===== src/rtl/srg_fsync_gen.sv =====
module srg_fsync_gen #(
  parameter int DIV_W  = 8,
  parameter int PER_W  = 12,
  parameter int WID_W  = 8,
  parameter int WORD_W = 24
) (
  input  logic              clk,
  input  logic              rst_n,
  input  logic              en,
  input  logic [DIV_W-1:0]  clk_div,
  input  logic [PER_W-1:0]  frame_per,
  input  logic [WID_W-1:0]  frame_wid,
  input  logic              fs_low,
  input  logic              samp_fall,
  input  logic              rx_in,
  output logic              bclk_out,
  output logic              bclk_tick,
  output logic              fs_out,
  output logic [WORD_W-1:0] rx_word,
  output logic              rx_valid
);

  localparam int CW = (PER_W > WID_W) ? PER_W : WID_W;
  localparam logic [PER_W-1:0] LAST_BIT = PER_W'(WORD_W - 1);

  logic              run;
  logic [DIV_W-1:0]  cnt, div_l;
  logic [PER_W-1:0]  fcnt, per_l, pos;
  logic [WID_W-1:0]  wid_l;
  logic [DIV_W:0]    hi_len;
  logic              bit_end, frame_end, fs_act, samp;
  logic [WORD_W-2:0] sh;

  assign hi_len    = ({1'b0, div_l} + (DIV_W+1)'(2)) >> 1;
  assign bit_end   = run && (cnt == div_l);
  assign frame_end = bit_end && (fcnt == '0);
  assign pos       = per_l - fcnt;

  assign bclk_out  = run && ({1'b0, cnt} < hi_len);
  assign bclk_tick = run && (cnt == '0);
  assign samp      = run && ((samp_fall && (div_l != '0)) ? ({1'b0, cnt} == hi_len)
                                                          : (cnt == '0));
  assign fs_act    = run && ((per_l == '0) ||
                             ((pos < per_l) && (CW'(pos) <= CW'(wid_l))));
  assign fs_out    = fs_act ^ fs_low;

  always_ff @(posedge clk or negedge rst_n) begin
    if (!rst_n) begin
      run   <= 1'b0;
      cnt   <= '0;
      fcnt  <= '0;
      div_l <= '0;
      per_l <= '0;
      wid_l <= '0;
    end else if (!en) begin
      run  <= 1'b0;
      cnt  <= '0;
      fcnt <= '0;
    end else if (!run || frame_end) begin
      run   <= 1'b1;
      cnt   <= '0;
      div_l <= clk_div;
      per_l <= frame_per;
      wid_l <= frame_wid;
      fcnt  <= frame_per;
    end else begin
      cnt <= bit_end ? '0 : cnt + 1'b1;
      if (bit_end) fcnt <= fcnt - 1'b1;
    end
  end

  always_ff @(posedge clk or negedge rst_n) begin
    if (!rst_n) begin
      sh       <= '0;
      rx_word  <= '0;
      rx_valid <= 1'b0;
    end else begin
      rx_valid <= 1'b0;
      if (en && samp) begin
        if (pos < LAST_BIT) begin
          sh <= {sh[WORD_W-3:0], rx_in};
        end else if (pos == LAST_BIT) begin
          rx_word  <= {sh, rx_in};
          rx_valid <= 1'b1;
        end
      end
    end
  end

endmodule



===== config.mk =====
export PLATFORM = sky130hd
export DESIGN_NAME = srg_fsync_gen
export DESIGN_NICKNAME = d
export VERILOG_FILES = /design/src/rtl/srg_fsync_gen.sv
export SDC_FILE = /design/constraint.sdc
export NUM_CORES = 1
export LEC_CHECK = 0
export BUFFER_PORTS_ARGS = -buffer_cell sky130_fd_sc_hd__buf_2
export CAP_MARGIN = 20
export CORE_ASPECT_RATIO = 0.8
export CORE_MARGIN = 1
export CORE_UTILIZATION = 50
export CTS_CLUSTER_SIZE = 25
export DETAILED_ROUTE_END_ITERATION = 7
export GPL_TIMING_DRIVEN = 1
export HOLD_SLACK_MARGIN = 0.08
export PLACE_DENSITY_LB_ADDON = 0.05
export SLEW_MARGIN = 0
export SYNTH_ARGS = -nofsm -noshare
export SYNTH_HDL_FRONTEND = slang
export SYNTH_SLANG_ARGS = --single-unit

===== constraint.sdc =====
create_clock -name clk -period 8.5 [get_ports clk]
set_clock_uncertainty 0.15 [all_clocks]
set_input_delay 1.7 -clock clk [delete_from_list [all_inputs] [get_ports clk]]
set_output_delay 1.7 -clock clk [all_outputs]
set_load 0.01 [all_outputs]

Yosys cells after proc, flatten, opt, wreduce, memory -nomap -nowiden
Index checks and enable logic that the tools add are counted.
Storage, ports and cells
  register bits after elaboration: 97
  input port bits: 34
  output and inout bits: 28
  word-level logic and storage cells: 55
Cells by class
  $add $sub $neg: 4
  $lt $le $gt $ge: 4
  equal/unequal tests: 5
  multiplexer cells: 12
  bitwise gates (word level): 2
  reduce and logical (&&, ||, !) cells: 19
Operators by type and width (number)
  12-bit 2-to-1 mux: 3
  12-bit logical NOT: 2
  8-bit 2-to-1 mux: 3
  8-bit equality test: 2
  12-bit by 5-bit equality test with 1-bit output, second input constant: 1
  12-bit by 8-bit <= comparator with 1-bit output: 1
  12-bit < comparator: 1
  12-bit by 5-bit < comparator with 1-bit output, second input constant: 1
  12-bit by 1-bit subtractor with 12-bit output, second input constant: 1
  12-bit subtractor: 1
  8-bit by 2-bit adder with 9-bit output, second input constant: 1
  1-bit logical AND: 9
  8-bit by 1-bit adder with 8-bit output, second input constant: 1
  8-bit logical NOT: 1
  8-bit < comparator: 1
  8-bit nonzero test: 1
  1-bit 2-to-1 mux: 6
  2-bit AND reduction: 2
  3-bit by 1-bit != test with 1-bit output, second input constant: 1
  3-bit AND reduction: 1
  1-bit logical OR: 2
  2-bit by 1-bit != test with 1-bit output, second input constant: 1
  1-bit logical NOT: 1
  1-bit inverter: 1
  1-bit XOR: 1

Longest topological paths before layout
  depth in word-level cells: 6
  depth in mapped cells: 17
  mapped depth without buffers: 17

Least setup slack after synthesis
No wires, ideal clock.
  path type: reg2out
  start: register per_l[0]
  end: output fs_out
  arrival: 3.552 ns
  required time: 6.650 ns
  path slack: 3.098 ns
  cell stages (with the launch flop): 18
  buffers on the path: 0
  path through: dfrtp_1 inv_1 ha_1 inv_1 fa_1 a21o_1 a21oi_1 xor2_1 inv_1 ha_1 a21oi_1 o22ai_1 o211a_1 a221oi_1 a21oi_1 nor4_1 nor2_1 or4_1
Between the ends
  word-level cells in the longest chain between the ends: 6
  elaborated cells between the ends (all ways): 8
  classes of those cells: 1 x add/sub; 2 x order compare; 1 x bitwise; 4 x reduce/logical
RTL lines
  start, declared: line 28  | logic [PER_W-1:0] fcnt, per_l, pos;
  start signal, assigned: line 63  | per_l <= frame_per;
  12-bit subtractor: line 37  | assign pos = per_l - fcnt;
  12-bit < comparator / 12-bit by 8-bit <= comparator with 1-bit output (equally long branches): line 44  | ((pos < per_l) && (CW'(pos) <= CW'(wid_l))));
  1-bit logical AND: line 44
  1-bit logical OR *: line 43  | assign fs_act = run && ((per_l == '0) ||
  1-bit logical AND *: line 43
  1-bit XOR *: line 45  | assign fs_out = fs_act ^ fs_low;
  end, declared: line 18  | output logic fs_out,
Every way passes the cells marked *; elsewhere a longest branch is shown, timed or not.

Worst setup path after layout
  start: register fcnt[0]
  end: output fs_out
Between the ends
  word-level cells in the longest chain between the ends: 6
  elaborated cells between the ends (all ways): 7
  classes of those cells: 1 x add/sub; 2 x order compare; 1 x bitwise; 3 x reduce/logical
RTL lines
  start, declared: line 28
  start signal, assigned: line 65  | fcnt <= frame_per;
  start signal, assigned: line 68  | if (bit_end) fcnt <= fcnt - 1'b1;
  12-bit subtractor *: line 37
  12-bit < comparator / 12-bit by 8-bit <= comparator with 1-bit output (equally long branches): line 44
  1-bit logical AND *: line 44
  1-bit logical OR *: line 43
  1-bit logical AND *: line 43
  1-bit XOR *: line 45
Marked as above.

==> results.toml <==
[outcome]
outcome = "finished, final reports clean"

[critical_path]
critPathKind = "reg -> out"
cp-start-kind = "flop"
worstReg2RegEnd = "sh[9]$_DFFE_PN0P_"
ff2ff_path_depth = 12
crit_start = "fcnt[0]$_DFFE_PN0P_"
cp.required_ns = 6.65
cp.arrival_ns = 4.55
endpoint_kind = "output port"
r2r-start = "fcnt[0]$_DFFE_PN0P_"
r2r_setup_slack_ns = 4.60
worstPathMaxFanout = 6

[timing]
rsz0062_at_grt = "no"
slew_violations = 0
setup_slack_ns = 2.10
hold_viol_final = 0
tns_ns = 0
whs_ns = 0.335
min_period_ns = 6.40
timing.final.crit_share = 0.753
slew-limit-headroom = 0.409
fmax_mhz = 156
worstMarginPinSlew_ns = 0.887
final-setup-viol-count = 0

[routing]
drc = 0
postRouteWirelength_mm = 12.2
ant_nets = 0
post_drt_wl_per_cell_um = 15.8
drtPass1Iterations = 5
via_per_inst = 5.52
dr.first_iter.drc_count = 280
vias = 4254

[logic_synthesis]
synth_commonest_cells = "97 x dfrtp_1, 69 x nand2_1, 43 x inv_1"
yosys.area.top_type = "dfrtp_1"
synth-edff-count = 0
synthTopCellsByArea = "dfrtp_1 43%, ha_1 8.7%, mux2_2 6.6%, nand2_1 4.6%, o21ai_0 3.6%"
yosysMostFrequentCell = "dfrtp_1"
yosys_warnings = 0
async_flop_share = 1.00
yosysTopAreaCellShare = 0.432
ys_types = 60
seq_area_frac_synth = 0.432
synth_ff_type = "dfrtp_1"
netlist_instances = 565
avgSynthCellArea_um2 = 9.95
synth_nets = 639
ys_ff_latch = 97
syn_area_mm2 = 0.00562

[clock_network]
clockBufferDepth = 2
cts-root-buf = "clkbuf_16"
cts_buffers = 9
post_cts_resized = 0
ctsHoldBuffers = 0
post_cts_buffers = 0
clock_sinks = 97
h-tree-depth = 3
worstSkewPairLatency_ns = 0.35
clkSlewWorstSetupHoldPaths_ns = 0.07
cts_tree = "built"

[global_routing]
grt_overflow = 0
grt_pass1_vias = 4205
grt_first_pass_wirelength_mm = 21.1
antenna_found_initial = 0
grt_max_degree = 71
track_usage = 0.228

[layout]
area_growth_pct = 13.0
nFillCells = 990
nNetsFinal = 696
drive_gt1_frac = 0.201
diodes = 0

[placement]
gp_congestion = 0.876
port_buffers = 61
dp_hpwl_mm = 8.93
place_ws_ns = 2.58

[hold_path]
holdPathStages = 1
hold-path-endpoint = "rx_word[4]$_DFFE_PN0P_"
worstHoldPathType = "reg -> reg"
hp-start = "rx_word[4]$_DFFE_PN0P_"

[floorplan]
core_mm2 = 0.0109
fp.dieH_um = 96.8
num_rows = 34
start_util = 0.516
io_pins = 62
die_w_um = 121
die_area_mm2 = 0.0117

[power]
leakage_nw = 3.19
p_per_area_mw_per_mm2 = 210
vdd_drop_max_v = 0.000104

[flow_run]
cap_violations = 0
[critical path, stage by stage, from the launching register on]
cell and delay (ns):
dfrtp_1 0.44, ha_1 0.19, inv_1 0.06, fa_1 0.43, a21o_1 0.19, a21oi_1 0.18, xor2_1 0.28, inv_1 0.11
ha_1 0.19, a21oi_1 0.21, o22ai_1 0.12, o211a_1 0.22, a221oi_1 0.28, a21oi_1 0.13, nor4_1 0.40, nor2_1 0.09
or4_1 0.54, buf_2 0.16
[cell usage in the layout (no fill, tap or decap), types with 3 or more instances in the layout]
cell       count
nor4_1         6
nand3_1       19
nor4b_1        3
a211oi_1       5
o31ai_1        5
o211ai_1       5
ha_1          39
nor2_1        30
nor3_1        13
inv_1         43
nand2_1       69
xor2_1        11
a22o_1        10
o21a_1         8
dfrtp_1       97
o41ai_1        3
nand4_1        5
a21o_1         6
and3_1         5
a21oi_1       18
xnor2_1       15
buf_2         60
mux2_1        14
o21ai_0       40
nor2b_1        4
or3_1          3
mux2_2        33
or4_1          3
buf_4          3
clkbuf_16      9
nand2b_1       4
[layer usage]
metal,share of wire,global-route usage,vias up
met5,0,0,-
met4,0.013,0.0608,0
met3,0.036,0.0472,14
met2,0.45,0.342,71
met1,0.50,0.334,2048
li1,-,-,2121
[registers in the layout (all words and copies together), names as in the netlist, 8 cells and up]
register  cells
cnt           8
div_l         8
fcnt         12
per_l        12
rx_word      24
sh           23
wid_l         8
[power breakdown]
part           leakage, nW  internal [W]  switching (W)
sequential            1.30      0.000486      0.0000280
combinational         1.75      0.000171       0.000241
clock                0.143      0.000207       0.000198
[cells by family (layout without fill, tap and decap cells)]
| logic type | Yosys count | after routing | share of synthesized area |
|---|---|---|---|
| AND/OR/NAND/NOR | 174 | 174 | 0.151 |
| buffers and inverters | 61 | 123 | 0.0456 |
| multiplexers | 47 | 47 | 0.0942 |
| flip-flops | 97 | 97 | 0.432 |
| XOR/XNOR | 27 | 27 | 0.0447 |
| adder cells (fa/ha/maj) | 40 | 40 | 0.0904 |
| AO/OA/AOI/OAI | 119 | 119 | 0.142 |
[worst max-delay path by stage]
stage,to,slack [ns]
after floorplan,fs_out,3.10
after global placement,fs_out,2.73
after detailed placement,fs_out,2.58
after CTS,fs_out,2.19
after global routing,fs_out,1.79
final,fs_out,2.10
[final cells by class]
class / count / area [um2] / share of cell area
clock buffer: 9 / 225 / 0.0355
clock inverter: 7 / 72.6 / 0.0114
inverter: 43 / 161 / 0.0254
multi-input combinational: 407 / 2950 / 0.464
sequential: 97 / 2430 / 0.382
tap: 144 / 180 / 0.0284
timing repair buffer: 64 / 338 / 0.0532
[metrics by stage]
step                cells  cell area (um2)  utilization  total power (W)
finish                771             6350        0.583          0.00133
global route          771             6350        0.583          0.00142
CTS                   770             6340        0.582          0.00134
detailed placement    754             6040        0.555         0.000928
global placement      754             6040        0.555         0.000917
floorplan             565             5620            -         0.000827
No activity file was read; power rests on OpenSTA's default activity.
